File: src/rtl/exc_pkg.sv
package exc_pkg;
  typedef enum logic [2:0] {
    VEC_KERNEL = 3'd0,
    VEC_USER   = 3'd1,
    VEC_DOUBLE = 3'd2,
    VEC_DEBUG  = 3'd3
  } vec_e;
endpackage

File: src/rtl/exc_req_stage.sv
module exc_req_stage #(
  parameter int PC_W     = 32,
  parameter int CAUSE_W  = 6,
  parameter int DCAUSE_W = 6
) (
  input  logic                clk,
  input  logic                rst,
  input  logic                gen_req,
  input  logic                gen_has_addr,
  input  logic [PC_W-1:0]     req_pc,
  input  logic [CAUSE_W-1:0]  req_cause,
  input  logic [PC_W-1:0]     req_vaddr,
  input  logic                dbg_req,
  input  logic [DCAUSE_W-1:0] dbg_cause,
  output logic                gen_q,
  output logic                addr_q,
  output logic [PC_W-1:0]     pc_q,
  output logic [CAUSE_W-1:0]  cause_q,
  output logic [PC_W-1:0]     vaddr_q,
  output logic                dbg_q,
  output logic [DCAUSE_W-1:0] dcause_q
);
  // Only the valid bits are reset; the payload follows them.
  always_ff @(posedge clk) begin
    if (rst) begin
      gen_q  <= 1'b0;
      dbg_q  <= 1'b0;
      addr_q <= 1'b0;
    end else begin
      gen_q  <= gen_req;
      dbg_q  <= dbg_req;
      addr_q <= gen_req & gen_has_addr;
    end
  end

  always_ff @(posedge clk) begin
    pc_q     <= req_pc;
    cause_q  <= req_cause;
    vaddr_q  <= req_vaddr;
    dcause_q <= dbg_cause;
  end
endmodule

File: src/rtl/exc_decide.sv
module exc_decide
  import exc_pkg::*;
#(
  parameter int LVL_W       = 4,
  parameter int DEBUG_LEVEL = 6
) (
  input  logic             gen_v,
  input  logic             dbg_v,
  input  logic             excm,
  input  logic             um,
  input  logic [LVL_W-1:0] intlevel,
  output logic             take_dbg,
  output logic             take_gen,
  output vec_e             code
);
  localparam logic [LVL_W-1:0] DBG_LVL = LVL_W'(DEBUG_LEVEL);

  always_comb begin
    take_dbg = dbg_v && (intlevel < DBG_LVL);
    take_gen = gen_v && !take_dbg;
    if (take_dbg)  code = VEC_DEBUG;
    else if (excm) code = VEC_DOUBLE;
    else if (um)   code = VEC_USER;
    else           code = VEC_KERNEL;
  end
endmodule

File: src/rtl/exc_level_store.sv
module exc_level_store #(
  parameter int LVL_W = 4,
  parameter int PC_W  = 32,
  parameter int PS_W  = 6
) (
  input  logic             clk,
  input  logic             rst,
  input  logic             we,
  input  logic [LVL_W-1:0] wlvl,
  input  logic [PC_W-1:0]  wpc,
  input  logic [PS_W-1:0]  wps,
  input  logic [LVL_W-1:0] rsel,
  output logic [PC_W-1:0]  rpc,
  output logic [PS_W-1:0]  rps
);
  localparam int DEPTH = 1 << LVL_W;

  logic [PC_W-1:0] pc_mem [DEPTH];
  logic [PS_W-1:0] ps_mem [DEPTH];

  // Small store: cleared on reset so every saved level reads zero.
  always_ff @(posedge clk) begin
    if (rst) begin
      for (int i = 0; i < DEPTH; i++) begin
        pc_mem[i] <= '0;
        ps_mem[i] <= '0;
      end
    end else if (we) begin
      pc_mem[wlvl] <= wpc;
      ps_mem[wlvl] <= wps;
    end
  end

  always_ff @(posedge clk) begin
    if (rst) begin
      rpc <= '0;
      rps <= '0;
    end else begin
      rpc <= pc_mem[rsel];
      rps <= ps_mem[rsel];
    end
  end
endmodule

File: src/rtl/exc_dispatch.sv
module exc_dispatch
  import exc_pkg::*;
#(
  parameter int PC_W        = 32,
  parameter int CAUSE_W     = 6,
  parameter int DCAUSE_W    = 6,
  parameter int LVL_W       = 4,
  parameter int DEBUG_LEVEL = 6,
  parameter bit HAS_DEPC    = 1'b1
) (
  input  logic                  clk,
  input  logic                  rst,
  input  logic                  gen_req,
  input  logic                  gen_has_addr,
  input  logic [PC_W-1:0]       req_pc,
  input  logic [CAUSE_W-1:0]    req_cause,
  input  logic [PC_W-1:0]       req_vaddr,
  input  logic                  dbg_req,
  input  logic [DCAUSE_W-1:0]   dbg_cause,
  input  logic                  ps_wr,
  input  logic [LVL_W+1:0]      ps_wdata,
  input  logic [LVL_W-1:0]      lvl_sel,
  output logic                  vec_strobe,
  output logic [2:0]            vec_code,
  output logic                  excm,
  output logic                  um,
  output logic [LVL_W-1:0]      intlevel,
  output logic [PC_W-1:0]       epc1,
  output logic [PC_W-1:0]       depc,
  output logic [CAUSE_W-1:0]    exccause,
  output logic [PC_W-1:0]       excvaddr,
  output logic [DCAUSE_W-1:0]   dbgcause,
  output logic [PC_W-1:0]       lvl_pc,
  output logic [LVL_W+1:0]      lvl_ps
);
  localparam int PS_W = LVL_W + 2;
  localparam logic [LVL_W-1:0] DBG_LVL = LVL_W'(DEBUG_LEVEL);

  logic                gen_q, addr_q, dbg_q;
  logic [PC_W-1:0]     pc_q, vaddr_q;
  logic [CAUSE_W-1:0]  cause_q;
  logic [DCAUSE_W-1:0] dcause_q;
  logic                take_dbg, take_gen;
  vec_e                code;
  logic [PS_W-1:0]     ps_now;

  assign ps_now = {intlevel, um, excm};

  exc_req_stage #(.PC_W(PC_W), .CAUSE_W(CAUSE_W), .DCAUSE_W(DCAUSE_W)) u_req (
    .clk(clk), .rst(rst),
    .gen_req(gen_req), .gen_has_addr(gen_has_addr),
    .req_pc(req_pc), .req_cause(req_cause), .req_vaddr(req_vaddr),
    .dbg_req(dbg_req), .dbg_cause(dbg_cause),
    .gen_q(gen_q), .addr_q(addr_q), .pc_q(pc_q), .cause_q(cause_q),
    .vaddr_q(vaddr_q), .dbg_q(dbg_q), .dcause_q(dcause_q)
  );

  exc_decide #(.LVL_W(LVL_W), .DEBUG_LEVEL(DEBUG_LEVEL)) u_dec (
    .gen_v(gen_q), .dbg_v(dbg_q),
    .excm(excm), .um(um), .intlevel(intlevel),
    .take_dbg(take_dbg), .take_gen(take_gen), .code(code)
  );

  exc_level_store #(.LVL_W(LVL_W), .PC_W(PC_W), .PS_W(PS_W)) u_lvl (
    .clk(clk), .rst(rst),
    .we(take_dbg), .wlvl(DBG_LVL), .wpc(pc_q), .wps(ps_now),
    .rsel(lvl_sel), .rpc(lvl_pc), .rps(lvl_ps)
  );

  // Status, cause and first-level PC
  always_ff @(posedge clk) begin
    if (rst) begin
      vec_strobe <= 1'b0;
      vec_code   <= VEC_KERNEL;
      excm       <= 1'b1;
      um         <= 1'b0;
      intlevel   <= '0;
      epc1       <= '0;
      exccause   <= '0;
      excvaddr   <= '0;
      dbgcause   <= '0;
    end else begin
      vec_strobe <= take_dbg | take_gen;
      if (take_dbg | take_gen) vec_code <= code;
      if (take_dbg) begin
        dbgcause <= dcause_q;
        intlevel <= DBG_LVL;
        excm     <= 1'b1;
      end else if (take_gen) begin
        exccause <= cause_q;
        excm     <= 1'b1;
        if (addr_q) excvaddr <= vaddr_q;
        if (!excm || !HAS_DEPC) epc1 <= pc_q;
      end else if (ps_wr) begin
        {intlevel, um, excm} <= ps_wdata;
      end
    end
  end

  // Double-exception PC register exists only when configured
  generate
    if (HAS_DEPC) begin : g_depc
      logic [PC_W-1:0] depc_r;
      always_ff @(posedge clk) begin
        if (rst)                  depc_r <= '0;
        else if (take_gen && excm) depc_r <= pc_q;
      end
      assign depc = depc_r;
    end else begin : g_no_depc
      assign depc = '0;
    end
  endgenerate
endmodule

File: config.mk
export PLATFORM = sky130hd
export DESIGN_NAME = exc_dispatch
export DESIGN_NICKNAME = d
export VERILOG_FILES = /design/src/rtl/exc_pkg.sv /design/src/rtl/exc_req_stage.sv /design/src/rtl/exc_decide.sv /design/src/rtl/exc_level_store.sv /design/src/rtl/exc_dispatch.sv
export SDC_FILE = /design/constraint.sdc
export NUM_CORES = 1
export LEC_CHECK = 0
export BUFFER_PORTS_ARGS = -buffer_cell sky130_fd_sc_hd__clkbuf_2
export CAP_MARGIN = 20
export CORE_MARGIN = 2
export CORE_UTILIZATION = 50
export DETAILED_ROUTE_END_ITERATION = 8
export PLACE_DENSITY = 0.7
export SETUP_SLACK_MARGIN = 0.3
export SLEW_MARGIN = 20
export SYNTH_ARGS = -nofsm -noshare
export SYNTH_HDL_FRONTEND = slang
export SYNTH_HIERARCHICAL = 1
export SYNTH_SLANG_ARGS = --single-unit
File: constraint.sdc
create_clock -name clk -period 3.1 [get_ports clk]
set_input_delay 0.62 -clock clk [delete_from_list [all_inputs] [get_ports clk]]
set_output_delay 0.62 -clock clk [all_outputs]
set_load 0.02 [all_outputs]
After elaboration in Yosys (flattened, before gate mapping):

Memory sizes are Yosys's and may differ from the RTL's. A register that Yosys moved wholly into a read port is not among the register bits.
Index checks and enable logic that the tools add are counted.

* order comparisons: 1
* equality and inequality tests: 1
* muxes and demuxes: 13
* bitwise gates (word level): 7
* reduce and logical (&&, ||, !) cells: 13

Operator list (count)
* two-way mux 32 bit: 1
* two-way mux 3 bit: 5
* AND reduction 3 bit: 3
* two-way mux 1 bit: 6
* two-way mux 6 bit: 1
* AND reduction 2 bit: 3
* < comparator 4 x 3 -> 1 bit, second input constant: 1
* logical AND 1 bit: 3
* NOT 1 bit: 3
* OR 1 bit: 3
* OR reduction 3 bit: 1
* != test 2 bit, second input constant: 1
* nonzero test 2 bit: 1
* OR reduction 2 bit: 1
* AND 1 bit: 1
* zero test 1 bit: 1

* flip-flop bits (word level): 197
* RAM bits: 608
* bits of input ports: 92
* output and inout bits: 156
* logic and storage cells: 55
* memories: 2

Memories
* u_lvl.pc_mem: depth 16, bits a word 32, rd ports 1, clocked after memory_dff 1, wr ports 16, line exc_level_store.sv:18 `logic [PC_W-1:0] pc_mem [DEPTH];`
* u_lvl.ps_mem: depth 16, bits a word 6, rd ports 1, clocked after memory_dff 1, wr ports 16, line exc_level_store.sv:19 `logic [PS_W-1:0] ps_mem [DEPTH];`

Longest topological paths before layout:

Gate-level depths: netlist (run 1).

* word-level depth: 6
* gate-level depth with buffers: 8
* gate-level depth less buffers: 5

Modules after synthesis:

Netlist (run 1), hierarchy kept.

Modules (own cells, without submodules)
* exc_level_store: instances 1, cells an instance 2019, area each 28696.3 µm², sequential area each 19018.2 µm²
* exc_dispatch: instances 1, cells an instance 506, area each 4226.6 µm², sequential area each 2362.3 µm²
* exc_req_stage: instances 1, cells an instance 82, area each 1602.8 µm², sequential area each 1581.5 µm²
* exc_decide: instances 1, cells an instance 9, area each 62.6 µm², sequential area each 0.0 µm²

Worst setup path before layout (run 1):

OpenSTA, ideal clock, no wires.

* path kind: reg-to-reg
* start: reg intlevel[1]
* end: mem u_lvl.pc_mem[6][0], enable pin
* library setup time: 378 ps
* data arrival time: 2080 ps
* data required time: 2722 ps
* slack: 642 ps
* cell stages (with the launch flop): 7
* path buffers: 1
* clock period less this slack: 2458 ps
* path through: dfxtp_1 -> and2_4 -> nor2_1 -> nand4bb_1 -> nor2_1 -> clkbuf_2 -> or2_2

RTL lines
* from (decl): line exc_dispatch.sv:27 `output logic [LVL_W-1:0] intlevel,`
* from (signal assigned): line exc_dispatch.sv:95 `{intlevel, um, excm} <= ps_wdata;`
* to (decl): line exc_level_store.sv:18

Worst setup path after layout (run 1):

* start: reg excm
* end: out excm

RTL lines
* from (decl): line exc_dispatch.sv:25 `output logic excm,`
* from (signal assigned): line exc_dispatch.sv:95

No word-level cell between the ends.

==> results.sh, run 1 <==
export IMPL_clk_latency_ps=650
export IMPL_synth_area_um2=34590
export IMPL_cts_num_sinks=843
export IMPL_peakVddDrop_mv=0.5031
export IMPL_cts_root_buffer="clkbuf_16"
export IMPL_crit_family="flip-flops"
export IMPL_cp_required_ps=2480
export IMPL_final_cell_mix="and2_1 (609), edfxtp_1 (608), mux2i_1 (291)"
export IMPL_gr_total_overflow=0
export IMPL_cpMaxStageDelayCell="dfxtp_1"
export IMPL_leakagePower_nw=15.68
export IMPL_num_vias=21514
export IMPL_cts_setup_buffers=0
export IMPL_coreArea_um2=68590
export IMPL_rsz0062_at_grt="false"
export IMPL_ctsLongestPathBuffers=3
export IMPL_crit_type="flop to output pin"
export IMPL_via_per_inst=5.625
export IMPL_maxCapViolations=0
export IMPL_slew_headroom=-3.163
export IMPL_hold_violations=0
export IMPL_layout_nets=2916
export IMPL_yosysSeqAreaShare=0.6639
export IMPL_whs_ps=67.98
export IMPL_slew_violations=120
export IMPL_ios=248
export IMPL_first_global_vias=21950
export IMPL_drtAntennaViolNets=0
export IMPL_failed_checks="slew limit"
export IMPL_yosysTopAreaCell="edfxtp_1"
export IMPL_grt_usage=0.2601
export IMPL_crit_buf_inv=1
export IMPL_final_common_cell="and2_1"
export IMPL_cts_tree="built"
export IMPL_finalCritPeriodShare=0.7648
export IMPL_avgSynthCellArea_um2=13.22
export IMPL_die_h_um=267.0
export IMPL_die_w_um=267.0
export IMPL_crit_path_end_kind="output pin"
export IMPL_cp_max_fo=24
export IMPL_avgRoutedWirePerCell_um=24.18
export IMPL_yosysWarnings=6
export IMPL_dp_worst_setup_slack_ps=774.2
export IMPL_ys_ff_latch=843
export IMPL_synth_cell_types=43
export IMPL_finalWirelength_um=92500
export IMPL_final_setup_tns_ps=0
export IMPL_timing_fmax_mhz=421.8
export IMPL_portBuffers=247
export IMPL_synth_top_cell_area_share=0.5279
export IMPL_die_area_um2=71300
export IMPL_drt_iter0_markers=2071
export IMPL_status="complete, but fails checks"
export IMPL_fp_row_count=96
export IMPL_cellPowerDensity_nw_per_um2=615.1
export IMPL_setup_ws_ps=729.0
export IMPL_grt_max_degree=67
export IMPL_antenna_found_initial=6
export IMPL_tightest_slew_ps=6197
export IMPL_setup_viol=0
export IMPL_numCtsBuffers=82
export IMPL_dr_pass1_iters=5
export IMPL_place_gp_congestion=0.8259
export IMPL_synth_area_leaders="edfxtp_1 (53%), dfxtp_1 (14%), and2_1 (11%)"
export IMPL_cp_slowest_stage_delay_ps=810
export IMPL_worstPathCellList="clkbuf_2"
export IMPL_cts_clk_slew_worst_paths_ps=60
export IMPL_min_path_type="input port to flop"
export IMPL_drc=0
export IMPL_critPathLaunchType="flop"
export IMPL_clock_skew_ps=23.00
export IMPL_initial_core_util=0.5043
export IMPL_cts_resized=0
export IMPL_grt_pass1_wl_um=136700
export IMPL_cts_hold_buffers=0
export IMPL_htreeDepth=3
export IMPL_syn_to_final_growth_pct=14.17
export IMPL_post_dp_hpwl_um=54420
export IMPL_syn_inst=2616
export IMPL_drive_gt1_frac=0.1763
export IMPL_period_minus_slack_ps=2371
export IMPL_fillers=5400
export IMPL_critical_path_arrival_ps=1750
## registers in the layout, summed over array words and instances, names as in the netlist, 32 cells and up
register / cells
u_lvl/pc_mem: 512
u_req/pc_q: 32
depc: 32
u_req/vaddr_q: 32
epc1: 32
u_lvl/rpc: 32
u_lvl/ps_mem: 96
excvaddr: 32
## final timing paths
kind,end,cells past startpoint,start,slack [ps]
worst min-delay path,u_req/pc_q[7],1,req_pc[7],70
worst max-delay path,excm,1,excm,730
worst max register to register,u_lvl/pc_mem[6][16],6,intlevel[3],910
worst min register to register,excvaddr[30],2,u_req/vaddr_q[30],430
## per-layer routing
metal	vias to the layer above	part of all wire	global-route usage	wire length [um]
met2	1046	0.48	0.4333	44860
met3	157	0.089	0.04973	8189
met5	-	0	0	0
met1	10701	0.40	0.3437	37300
met4	0	0.023	0.08473	2152
li1	9610	-	-	-
## metrics by stage
stage               instance area (um2)  cells    util  total power [mW]
floorplan                         34660   2636       -             13.90
global placement                  36790   3671  0.5364             14.56
detailed placement                36790   3671  0.5364             14.62
CTS                               39480   3823  0.5757             24.39
global route                      39480   3823  0.5757             24.99
finish                            39490   3825  0.5758             24.29
## area by class of cell
type / instances / area [um2] / area share
clock buffers: 118 / 2407 / 0.06096
multi-input cells: 1574 / 10550 / 0.2672
well taps: 931 / 1165 / 0.02950
clock inverters: 34 / 286.5 / 0.007256
flip-flops and latches: 843 / 22960 / 0.5815
inverters: 2 / 7.507 / 0.0001901
diodes: 2 / 5.005 / 0.0001267
repair buffers: 321 / 2105 / 0.05329
## synth_stat cells (all sizes together)
cell type / number
nand2b: 4
and3b: 2
or2: 17
nor2b: 5
o22ai: 25
or3b: 1
and2: 611
nand2: 260
a221oi: 14
inv: 2
conb: 3
clkbuf: 134
mux2i: 291
nor3: 9
buf: 83
nand3: 1
a22oi: 124
edfxtp: 608
nor3b: 1
nor2: 30
o21ai: 31
and2b: 1
dfxtp: 235
a21oi: 100
a21bo: 1
nand3b: 1
o21a: 1
a211oi: 2
or4b: 1
nand4bb: 2
mux4: 14
o21bai: 1
nand4b: 1
## power breakdown
part | leakage, nW | total [mW] | switching (mW) | internal [mW]
clock | 1.35 | 9.89 | 4.21 | 5.68
combinational | 6.21 | 1.61 | 1.05 | 0.560
sequential | 8.12 | 12.8 | 0.277 | 12.5
## cell families after synthesis
| group | count (synthesis) | synth area share |
|---|---|---|
| AND/OR/NAND/NOR | 947 | 0.1521 |
| other | 3 | 0.0003255 |
| multiplexers | 305 | 0.09333 |
| flip-flops | 843 | 0.6639 |
| buffers and inverters | 219 | 0.03418 |
| AO/OA/AOI/OAI | 299 | 0.05618 |
(Power assumes the default switching activity.)
==> run 2, diff against run 1 <==
clock period = 2.4 ns   (was 3.1 ns; I/O delays follow)
==> run 2 against run 1 <==
  * The run still ends with slew limit left
  * Non-clock buffer count increased by 101
  * Register-to-register slack worse by 420 ps
  * Final area rose by 2.8%
  * Hold slack better by 9.3 ps
  * Largest cell class unchanged
  * Utilization up 1.6 points
  * Worst setup slack worse by 250 ps
==> results.sh, run 2 (synthesized netlist as in run 1, its figures left out) <==
export IMPL_status="complete, but fails checks"
export IMPL_failed_checks="slew limit"
export IMPL_tightest_slew_ps=5914
export IMPL_regMostFlops="u_lvl/pc_mem"
export IMPL_period_minus_slack_ps=1917
export IMPL_fillers=5260
export IMPL_cp_max_fo=18
export IMPL_die_w_um=267.0
export IMPL_crit_buf_inv=2
export IMPL_via_per_inst=5.615
export IMPL_reg2reg_slack_ps=490
export IMPL_grt_pass1_wl_um=140600
export IMPL_multi_input_area_um2=10570
export IMPL_min_path_type="input port to flop"
export IMPL_cts_setup_buffers=0
export IMPL_cpMaxStageDelayCell="dfxtp_1"
export IMPL_clk_latency_ps=630
export IMPL_final_cells=3925
export IMPL_cts_root_buffer="clkbuf_16"
export IMPL_critical_path_arrival_ps=1440
export IMPL_post_dp_hpwl_um=54020
export IMPL_final_common_cell="and2_1"
export IMPL_cts_clk_slew_worst_paths_ps=60
export IMPL_crit_type="flop to output pin"
export IMPL_peakVddDrop_mv=0.5281
export IMPL_r2r_start="intlevel[3]"
export IMPL_largest_register_ffs=512
export IMPL_setup_ws_ps=483.2
export IMPL_ios=248
export IMPL_place_gp_congestion=0.8085
export IMPL_finalCritPeriodShare=0.7987
export IMPL_numCtsBuffers=81
export IMPL_slew_violations=120
export IMPL_gr_total_overflow=0
export IMPL_cts_num_sinks=843
export IMPL_worstSetupStartpoint="intlevel[3]"
export IMPL_r2r_end="u_lvl/pc_mem[6][1]"
export IMPL_cellPowerDensity_nw_per_um2=792.4
export IMPL_clock_skew_ps=30.58
export IMPL_fp_row_count=96
export IMPL_worstPathCellList="buf_4 > clkbuf_2"
export IMPL_cp_slowest_stage_delay_ps=330
export IMPL_first_global_vias=22656
export IMPL_maxCapViolations=0
export IMPL_fin_area_um2=40600
export IMPL_whs_ps=77.23
export IMPL_top_regs="u_lvl/pc_mem (512), u_lvl/ps_mem (96)"
export IMPL_hold_depth=3
export IMPL_portBuffers=247
export IMPL_hold_violations=0
export IMPL_crit_path_end_kind="output pin"
export IMPL_initial_core_util=0.5043
export IMPL_die_h_um=267.0
export IMPL_setup_viol=0
export IMPL_cts_tree="built"
export IMPL_antenna_found_initial=4
export IMPL_r2r_cells=6
export IMPL_holdCritStartpoint="ps_wdata[0]"
export IMPL_ff_latch_area_um2=22960
export IMPL_die_area_um2=71300
export IMPL_hold_path_end="excm"
export IMPL_drc=0
export IMPL_grt_max_degree=63
export IMPL_drt_iter0_markers=1923
export IMPL_drtAntennaViolNets=0
export IMPL_final_setup_tns_ps=0
export IMPL_rsz0062_at_grt="false"
export IMPL_leakagePower_nw=16.21
export IMPL_dr_pass1_iters=5
export IMPL_cp_required_ps=1920
export IMPL_htreeDepth=3
export IMPL_dp_worst_setup_slack_ps=80.58
export IMPL_layout_nets=3016
export IMPL_avgRoutedWirePerCell_um=24.22
export IMPL_timing_fmax_mhz=521.7
export IMPL_syn_to_final_growth_pct=17.39
export IMPL_slew_headroom=-2.973
export IMPL_ctsLongestPathBuffers=3
export IMPL_grt_usage=0.2669
export IMPL_crit_family="buffers and inverters"
export IMPL_critPathLaunchType="flop"
export IMPL_post_dp_cell_area_um2=36970
export IMPL_drive_gt1_frac=0.1788
export IMPL_finalWirelength_um=95080
export IMPL_coreArea_um2=68590
export IMPL_num_vias=22039
export IMPL_final_cell_mix="and2_1 (609), edfxtp_1 (608), mux2i_1 (291)"
export IMPL_dp_cells=3696
==> run 2: cell types whose count changed in the layout (fill, tap and decap cells not counted), sizes merged <==
cell | previous run | this run
dlygate4sd3 | 0 | 76
buf | 76 | 101
bufinv | 3 | 6
clkinv | 28 | 25
inv | 5 | 3
clkinvlp | 0 | 1
==> run 2: metal layers <==
layer  vias to the layer above  track usage  share of wire
met5                         -            0              0
met4                         0      0.09642          0.031
met3                       200      0.05102          0.085
met2                      1061       0.4505           0.49
met1                     10979       0.3440           0.40
li1                       9799            -              -
==> run 2: worst min-delay path, cell delays in order <==
cell	delay, ps
clkbuf_2	80
mux2i_1	60
nand2_1	50
==> run 2: final cells by class <==
type                            instances  area share
Antenna cell                            2   0.0001233
Clock buffer                          118     0.06216
Clock inverter                         33    0.008166
Inverter                                2   0.0001849
Multi-Input combinational cell       1574      0.2603
Sequential cell                       843      0.5655
Tap cell                              931     0.02869
Timing Repair Buffer                  422     0.07488
==> run 2: worst max-delay path by stage <==
stage                              end  cells past startpoint  slack (ps)
detailed placement       u_lvl/rpc[22]                      7          80
finish                     intlevel[3]                      2         480
CTS                        excvaddr[0]                      6         410
global route        u_lvl/pc_mem[6][1]                      6         420
floorplan           u_lvl/pc_mem[6][0]                      6         360
global placement         u_lvl/rpc[22]                      7          90
==> run 2: per-stage QoR <==
step,utilization,power (mW)
6_report,0.5920,32.17
5_1_grt,0.5919,33.02
4_1_cts,0.5918,32.25
3_5_place_dp,0.5391,18.92
3_3_place_gp,0.5391,18.85
2_1_floorplan,-,17.95
==> run 2: where the power goes <==
group          internal [mW]  leakage [nW]  switching (mW)
clock network           7.98          1.42            5.45
logic                  0.830          6.67            1.45
registers               16.2          8.12           0.294
total                   25.0          16.2            7.19
==> run 2: what timing repair did <==
item	in CTS	in global routing
resized for setup	0	1
endpoints found under the hold margin	76	0
endpoints found under the setup margin	0	18
hold buffers	76	0
==> run 3, diff against run 2 <==
clock period = 1.8 ns   (was 2.4 ns; I/O delays follow)
==> run 3 against run 2 <==
  * The run still ends with slew limit left
  * Count of clock-buffer cells in the layout is 4 higher
  * Critical path depth increased by 5
  * Clock power is 29% higher
  * Wire length is 6.8% higher
  * Die area is the same
  * Power increased by 33%
  * Via count increased by 3.6%
  * Global-route usage rose by 1.0 points
  * Critical endpoint is now u_lvl/pc_mem[6][5]
==> results.sh, run 3 (synthesized netlist as in run 1, its figures left out) <==
export IMPL_finalWirelength_um=101500
export IMPL_dp_cells=3731
export IMPL_post_dp_hpwl_um=54530
export IMPL_critical_path_arrival_ps=2090
export IMPL_die_h_um=267.0
export IMPL_holdCritStartpoint="lvl_sel[0]"
export IMPL_drtAntennaViolNets=0
export IMPL_coreArea_um2=68590
export IMPL_postLayoutCoreUtil=0.6166
export IMPL_r2r_start="intlevel[3]"
export IMPL_num_vias=22829
export IMPL_gr_total_overflow=0
export IMPL_cpMaxStageDelayCell="dfxtp_4"
export IMPL_clock_skew_ps=32.71
export IMPL_finalCritPeriodShare=0.9780
export IMPL_finalPower_mw=42.78
export IMPL_timing_fmax_mhz=568.1
export IMPL_drive_gt1_frac=0.2208
export IMPL_final_cell_mix="and2_1 (608), edfxtp_1 (608), mux2i_1 (291)"
export IMPL_critPathLaunchType="flop"
export IMPL_period_minus_slack_ps=1760
export IMPL_die_area_um2=71300
export IMPL_fp_row_count=96
export IMPL_grt_max_degree=122
export IMPL_crit_path_end_kind="flop"
export IMPL_crit_type="flop to flop"
export IMPL_top_regs="u_lvl/pc_mem (512), u_lvl/ps_mem (96)"
export IMPL_cpMostUsedCell="nor2_4"
export IMPL_peakVddDrop_mv=1.031
export IMPL_cts_root_buffer="clkbuf_16"
export IMPL_worstSetupStartpoint="intlevel[3]"
export IMPL_power_switching_mw=9.999
export IMPL_comb_power_share=0.081
export IMPL_final_cells=4025
export IMPL_p_int_mw=32.78
export IMPL_portBuffers=247
export IMPL_netSwitchingFraction=0.2337
export IMPL_htreeDepth=3
export IMPL_cp_max_fo=7
export IMPL_worstPathCellList="nand2b_4 > nor2_4 > nand4bb_4 > nor2_4 > or2_4 > buf_8 > buf_12"
export IMPL_drc=0
export IMPL_die_w_um=267.0
export IMPL_slew_violations=120
export IMPL_min_path_type="input port to flop"
export IMPL_layout_nets=3110
export IMPL_grt_usage=0.2772
export IMPL_grt_pass1_wl_um=144900
export IMPL_cts_clk_slew_worst_paths_ps=60
export IMPL_seq_power_share=0.514
export IMPL_via_per_inst=5.672
export IMPL_antenna_found_initial=3
export IMPL_rsz0062_at_grt="true"
export IMPL_initial_core_util=0.5043
export IMPL_clk_latency_ps=650
export IMPL_failed_checks="slew limit"
export IMPL_tightest_slew_ps=6567
export IMPL_maxCapViolations=0
export IMPL_cellPowerDensity_nw_per_um2=1012
export IMPL_cp_slowest_stage_delay_ps=360
export IMPL_hold_violations=0
export IMPL_power_frac_clock=0.405
export IMPL_first_global_vias=23281
export IMPL_dr_pass1_iters=6
export IMPL_fillers=4970
export IMPL_regMostFlops="u_lvl/pc_mem"
export IMPL_numCtsBuffers=84
export IMPL_drt_iter0_markers=2457
export IMPL_leakagePower_nw=16.99
export IMPL_ctsLongestPathBuffers=3
export IMPL_cts_num_sinks=843
export IMPL_ios=248
export IMPL_largest_register_ffs=512
export IMPL_status="complete, but fails checks"
export IMPL_syn_to_final_growth_pct=22.27
export IMPL_slew_headroom=-3.412
export IMPL_setup_viol=0
export IMPL_place_gp_congestion=0.8054
export IMPL_cts_tree="built"
export IMPL_cp_required_ps=2130
export IMPL_avgRoutedWirePerCell_um=25.23
run 3: per-layer routing:
layer	global-route usage	up-vias	part of all wire
li1	-	10009	-
met1	0.3548	11351	0.39
met2	0.4581	1238	0.48
met3	0.06467	231	0.095
met4	0.1075	0	0.039
met5	0	-	0
run 3: cell type report:
type	count	area (um2)	area share
Multi-Input combinational cell	1575	10840	0.2563
Clock buffer	122	2446	0.05784
Sequential cell	843	23000	0.5439
Clock inverter	35	290.3	0.006864
Timing Repair Buffer	512	4529	0.1071
Antenna cell	5	12.51	0.0002959
Inverter	2	7.507	0.0001775
Tap cell	931	1165	0.02754
run 3: per-stage QoR:
stage	setup WS (ps)	setup TNS (ps)	cell area [um2]	hold WS, ps
finish	39.63	0	42290	296.2
global route	14.69	0	42280	308.2
CTS	78.80	0	41680	273.2
detailed placement	-171.5	-422.3	37540	428.6
global placement	-86.36	-182.5	37540	422.1
floorplan	149.3	0	34770	387.7
run 3: final timing paths:
| kind | end | slack (ps) | cells after the start |
|---|---|---|---|
| worst max-delay path | u_lvl/pc_mem[6][5] | 40 | 7 |
| worst min-delay path | u_lvl/rpc[27] | 300 | 5 |
| worst max register to register | u_lvl/pc_mem[6][5] | 40 | 7 |
| worst min register to register | excvaddr[30] | 440 | 2 |
run 3: power groups by stage:
stage	sequential (mW)	clock, mW	combinational, mW
finish	22.0	17.3	3.48
global route	22.1	18.2	3.66
CTS	22.0	17.4	3.28
detailed placement	22.4	0	2.96
global placement	22.3	0	2.91
floorplan	22.4	0	1.54
run 3: critical path: cells and delay by family, from the launching register on:
| family | cells | cell delay [ps] |
|---|---|---|
| AND/OR/NAND/NOR | 5 | 750 |
| flip-flops | 1 | 360 |
| buffers and inverters | 2 | 300 |
run 3: what timing repair did:
| action | in CTS | in global routing |
|---|---|---|
| hold buffers | 87 | 0 |
| cloned | 7 | 9 |
| setup endpoints to repair | 330 | 342 |
| gates resized for setup | 60 | 76 |
| endpoints found under the hold margin | 85 | 0 |
| pin swaps | 4 | 44 |
| setup buffers | 15 | 14 |
